**src/rtl/rpt_pc_seq.sv**
```systemverilog
`timescale 1ns/1ps
module rpt_pc_seq #(
  parameter int PC_W  = 16,
  parameter int CNT_W = 16
) (
  input  logic             clk,
  input  logic             rst_n,
  input  logic [PC_W-1:0]  reset_vec,
  input  logic             step,
  input  logic             br_taken,
  input  logic [PC_W-1:0]  br_target,
  input  logic             setup,
  input  logic [PC_W-1:0]  setup_start,
  input  logic [PC_W-1:0]  setup_end,
  input  logic [CNT_W-1:0] setup_count,
  output logic [PC_W-1:0]  next_pc,
  output logic [PC_W-1:0]  pc,
  output logic             rpt_active,
  output logic [CNT_W-1:0] rpt_count
);

  logic [PC_W-1:0]  pc_q, start_q, end_q;
  logic [CNT_W-1:0] cnt_q;
  logic             act_q;

  logic             end_hit, loop_back;
  logic [CNT_W-1:0] cnt_dec;
  logic [PC_W-1:0]  seq_pc;

  assign end_hit   = act_q && (pc_q == end_q);
  assign cnt_dec   = cnt_q - CNT_W'(1);
  assign loop_back = end_hit && (cnt_dec != '0);
  assign seq_pc    = br_taken ? br_target : pc_q + PC_W'(1);
  assign next_pc   = !step ? pc_q : (loop_back ? start_q : seq_pc);

  always_ff @(posedge clk) begin
    if (!rst_n) begin
      pc_q    <= reset_vec;
      start_q <= '0;
      end_q   <= '0;
      cnt_q   <= '0;
      act_q   <= 1'b0;
    end else begin
      if (step) pc_q <= next_pc;
      if (setup) begin
        start_q <= setup_start;
        end_q   <= setup_end;
        cnt_q   <= setup_count;
        act_q   <= (setup_count != '0);
      end else if (step && end_hit) begin
        cnt_q <= cnt_dec;
        if (!loop_back) act_q <= 1'b0;
      end
    end
  end

  assign pc         = pc_q;
  assign rpt_active = act_q;
  assign rpt_count  = cnt_q;


  hold_pc_chk: assert property (@(posedge clk) disable iff (!rst_n)
    !step |=> $stable(pc_q));


  incr_chk: assert property (@(posedge clk) disable iff (!rst_n)
    (step && !act_q && !br_taken) |=> pc_q == $past(pc_q) + PC_W'(1));


  loop_back_chk: assert property (@(posedge clk) disable iff (!rst_n)
    (step && act_q && pc_q == end_q && cnt_q > CNT_W'(1)) |=> pc_q == $past(start_q));


  expire_chk: assert property (@(posedge clk) disable iff (!rst_n)
    (step && act_q && pc_q == end_q && cnt_q == CNT_W'(1) && !setup) |=> (!act_q && cnt_q == '0));


  off_end_chk: assert property (@(posedge clk) disable iff (!rst_n)
    (step && act_q && pc_q != end_q && !setup) |=> (act_q && $stable(cnt_q)));


  zero_setup_chk: assert property (@(posedge clk) disable iff (!rst_n)
    (setup && setup_count == '0) |=> !act_q);

endmodule

```
**config.mk**
```make
export PLATFORM = sky130hd
export DESIGN_NAME = rpt_pc_seq
export DESIGN_NICKNAME = d
export VERILOG_FILES = /design/src/rtl/rpt_pc_seq.sv
export SDC_FILE = /design/constraint.sdc
export NUM_CORES = 1
export LEC_CHECK = 0
export BUFFER_PORTS_ARGS = -buffer_cell sky130_fd_sc_hd__buf_4
export CORE_ASPECT_RATIO = 0.9
export CORE_UTILIZATION = 51
export CTS_CLUSTER_SIZE = 16
export DETAILED_ROUTE_END_ITERATION = 8
export GPL_ROUTABILITY_DRIVEN = 0
export GPL_TIMING_DRIVEN = 0
export PLACE_DENSITY = 0.83
export SYNTH_ARGS = -nofsm -noshare
export SYNTH_HDL_FRONTEND = slang
export SYNTH_SLANG_ARGS = --single-unit
```
**constraint.sdc**
```tcl
create_clock -name clk -period 3.3 [get_ports clk]
set_clock_uncertainty 0.15 [all_clocks]
set_input_delay 0.495 -clock clk [delete_from_list [all_inputs] [get_ports clk]]
set_output_delay 0.495 -clock clk [all_outputs]
set_load 0.02 [all_outputs]
```
# Word level (Yosys, flattened, before mapping)

Cells that the tools add are included.

Bits in registers: 65
Input port bits: 85
Word-level logic and storage cells: 27

Add/sub/neg operators: 2
Equal/unequal tests: 3
Mux-type cells: 10
Reduce and logical (&&, ||, !) cells: 7

Operators with widths:

| kind                  | count |
|---|---|
| $mux 16               | 7 |
| $reduce_bool 16->1    | 2 |
| $add 16x1->16 const B | 1 |
| $eq 16x16->1          | 1 |
| $sub 16x1->16 const B | 1 |
| $logic_and 1x1->1     | 3 |
| $mux 1                | 3 |
| $ne 2x1->1 const B    | 1 |
| $ne 2x2->1 const B    | 1 |
| $reduce_and 2->1      | 1 |
| $reduce_bool 2->1     | 1 |

# Logic depth before layout (Yosys ltp)

Word-level depth: 7
Gate-level depth with buffers: 10

# Least setup slack after synthesis

OpenSTA, ideal clock, no wires.

Path kind: register to output
Start point: reg cnt_q[3] (netlist: rpt_count[3])
End point: out next_pc[3]
Arrival: 2631 ps
Required time: 2655 ps
Slack: 24 ps
Stages on the path, launching flop included: 10
Cells stage by stage: dfxtp_1 -> or4_1 -> buf_2 -> or2_4 -> o32ai_2 -> nand4_1 -> and2_4 -> buf_12 -> mux2i_1 -> a21oi_1

Longest elaborated chain between the ends: 5

Ends and longest elaborated chain:

| element                | RTL line | RTL |
|---|---|---|
| from (decl)            | 23       | `logic [CNT_W-1:0] cnt_q;` |
| from (signal assigned) | 48       | `cnt_q <= setup_count;` |
| from (signal assigned) | 51       | `cnt_q <= cnt_dec;` |
| $sub 16x1->16          | 31       | `assign cnt_dec = cnt_q - CNT_W'(1);` |
| $reduce_bool 16->1     | 32       | `assign loop_back = end_hit && (cnt_dec != '0);` |
| $logic_and 1x1->1      | 32       |  |
| $mux 16 (2 in a row)   | 34       | `assign next_pc = !step ? pc_q : (loop_back ? start_q : seq_pc);` |
| to (decl)              | 16       | `output logic [PC_W-1:0] next_pc,` |

Every way passes these cells.

# Worst setup path in the final report

Start point: reg cnt_q[4] (netlist: rpt_count[4])
End point: out next_pc[6]

The elaborated chain is that of the path after synthesis.

==> results_dict.tcl <==
set metrics [dict create \
    status "complete, but fails checks" \
    failed_checks "setup timing" \
    die_w_um 96.7 \
    crit_path_end_kind "output port" \
    p_clk_frac 0.310 \
    viasPerCell 6.38 \
    fin_util 0.784 \
    internal_power_mw 1.69 \
    rsz0062_at_grt "yes" \
    arrival_ns 3.04 \
    async_flop_share 0 \
    post-route-period-util 1.12 \
    routed_wl_mm 15.8 \
    cap_violations 0 \
    yosysWarnings 0 \
    dieArea_um2 8440 \
    cp_common_cell "buf_12" \
    path_buf_inv 3 \
    synth_area_leaders "dfxtp_1 24%, edfxtp_1 12%, mux2i_1 11%, xnor2_1 6.2%, nor2b_1 5.8%" \
    h-tree-depth 3 \
    combPwrFrac 0.309 \
    finalNetCount 729 \
    initial_utilization 0.535 \
    area_delta_synth_final_pct 46.6 \
    finalCriticalPeriod_ns 3.69 \
    die_y_um 87.2 \
    cts_buffer_depth 2 \
    relSlewSlack 0.322 \
    crit_fanout 5 \
    timing.final.ws_setup_ns -0.387 \
    grt_usage 0.352 \
    hold_slack_ns 0.245 \
    cp-start-kind "flip-flop" \
    required_ns 2.65 \
    antenna_found_initial 0 \
    hold_buffers 0 \
    power.density_nw_per_um2 423 \
    drc_errors 0 \
    insertion_delay_ns 0.36 \
    syn_inst 473 \
    timing.fmax_ghz 0.271 \
    syn-cell-area_um2 4120 \
    synth_ff_type "dfxtp_1" \
    grt_max_degree 17 \
    wire_per_inst_um 21.3 \
    critical_path_class "flip-flop to output port" \
    rows 30 \
    final_cells 742 \
    total_leakage_power_nw 2.47 \
    ys_types 49 \
    power_mw 2.55 \
    slew_viol_final 0 \
    worst_path_max_delay_cell "or4_4" \
    ir_worst_vdd_v 0.000514 \
    overflow 0 \
    cts_tree "yes" \
    dp_slack_ns -0.180 \
    numCtsBuffers 9 \
    hold_viol_final 0 \
    p_sw_frac 0.336 \
    drtAntennaViolNets 0 \
    ys_seq_elements 65 \
    synth_top_area_frac 0.238 \
    seq_power_share 0.381 \
    hpwl_mm 9.76 \
    syn_nets 561 \
    core-area_um2 7690 \
    dp_cells 698 \
    num_vias 4734 \
    drive_gt1_frac 0.367 \
    drtIter0Drc 634 \
    yosys.area.top_type "dfxtp_1" \
    grt_pass1_vias 4494 \
    postSynthAreaPerCell_um2 8.71 \
    cp_cell_sequence "or4_4, or2_4, o32ai_4, nand4_1, and2_4, buf_12, buf_12, mux2i_4, a21oi_2, buf_6" \
    synth_edf_count 16 \
    cp_top_family "simple AND/OR/NAND/NOR gates" \
    hold_class "primary input to flip-flop" \
    drtPass1Iterations 5 \
    path_clk_slew_ns 0.09 \
    p_switching_uw 858 \
    worst_path_largest_cell_delay_ns 0.61 \
    setup_viol 15 \
    diodes 0 \
    tightestPinTransition_ns 1.02 \
    cts_sinks 65 \
    io_buffers 129 \
    io_pins 134 \
    clock-root-buffer "clkbuf_8" \
    n_fill_cell 480 \
    yosysSeqAreaShare 0.355 \
    grt_pass1_wl_mm 23.1 \
]
[kinds of logic after synthesis]
logic type / after synthesis / share of synthesized area
AO/OA/AOI/OAI: 92 / 0.136
XOR/XNOR: 47 / 0.100
adder cells (fa/ha/maj): 3 / 0.00912
buffers and inverters: 44 / 0.0447
flip-flops: 65 / 0.355
multiplexers: 52 / 0.131
AND/OR/NAND/NOR: 170 / 0.225
[cell type report]
class	count	area [um2]	area share
Clock inverter	7	103	0.0170
Multi-Input combinational cell	364	2750	0.456
Clock buffer	9	124	0.0205
Sequential cell	65	1470	0.244
Buffer	32	139	0.0230
Tap cell	96	120	0.0199
Timing Repair Buffer	163	1300	0.216
Inverter	6	22.5	0.00373
[worst paths after layout]
check / startpoint / endpoint / slack (ns) / cells past startpoint
max: rpt_count[4] / next_pc[6] / -0.39 / 10
min: setup_start[12] / start_q[12] / 0.24 / 3
max reg2reg: rpt_count[4] / pc[5] / 0.11 / 13
min reg2reg: start_q[0] / start_q[0] / 0.38 / 2
[metal layers]
metal	track usage	part of all wire
met5	0	0
met2	0.576	0.46
met4	0.163	0.052
met3	0.0730	0.11
met1	0.451	0.38
[worst reg2reg max path, cell delays in order, from the launching register on]
cell and delay [ns]:
dfxtp_4 0.35, or4_4 0.61, a2111oi_4 0.42, o32ai_4 0.15, nand4_1 0.16, and2_4 0.20, buf_12 0.16, mux2i_4 0.27
buf_6 0.12, buf_6 0.08, buf_6 0.08, buf_6 0.09, buf_6 0.09, o21ai_2 0.05
[what timing repair did]
action,in CTS,in global routing
setup endpoints to repair,16,17
gates resized for setup,46,33
setup buffers,22,15
pin swaps,18,15
cloned,1,0
[cell usage after synthesis (3+ instances only)]
master and instances:
o21ai_1 5, a31oi_1 6, nand2b_1 5, nor4_1 13, nor2_1 29, o22ai_1 3
dfxtp_1 49, nand2_1 29, ha_1 3, xnor2_1 29, edfxtp_1 16, mux2i_1 44
nor2b_1 38, mux2_2 6, and3_1 4, xor2_1 18, clkbuf_1 35, or3_1 4
nand3_1 12, nor3_1 13, a221oi_1 7, a21oi_1 27, inv_1 6, o21ai_0 31
nand4_1 6, or2_2 3
[through the flow]
stage | area [um2] | TNS [ns]
after global placement | 5210 | -0.986
after global routing | 6030 | -4.56
final | 6030 | -3.96
after floorplan | 4120 | 0
after detailed placement | 5210 | -1.46
after CTS | 5840 | -4.04
[power groups by stage]
| stage | Sequential (mW) | Clock, mW | Combinational [mW] |
|---|---|---|---|
| after CTS | 0.964 | 0.782 | 0.691 |
| after detailed placement | 0.974 | 0 | 0.626 |
| final | 0.973 | 0.791 | 0.787 |
| after global placement | 0.971 | 0 | 0.608 |
| after global routing | 0.978 | 0.816 | 0.824 |
| after floorplan | 0.995 | 0 | 0.337 |
[placed cells by master (no fill, tap or decap), drive strengths merged, types with 5 or more instances in the layout]
master	n
a21oi	27
a221oi	7
a31oi	6
buf	166
clkbuf	38
dfxtp	49
edfxtp	16
inv	7
mux2	8
mux2i	44
nand2	29
nand2b	5
nand3	12
nand4	6
nor2	29
nor2b	38
nor3	15
nor4	13
o21ai	36
xnor2	29
xor2	18
[registers in the layout (all words and copies together), names as in the netlist]
register    flops
rpt_count      16
rpt_active      1
pc             16
end_q          16
start_q        16
(Power assumes the default switching activity.)
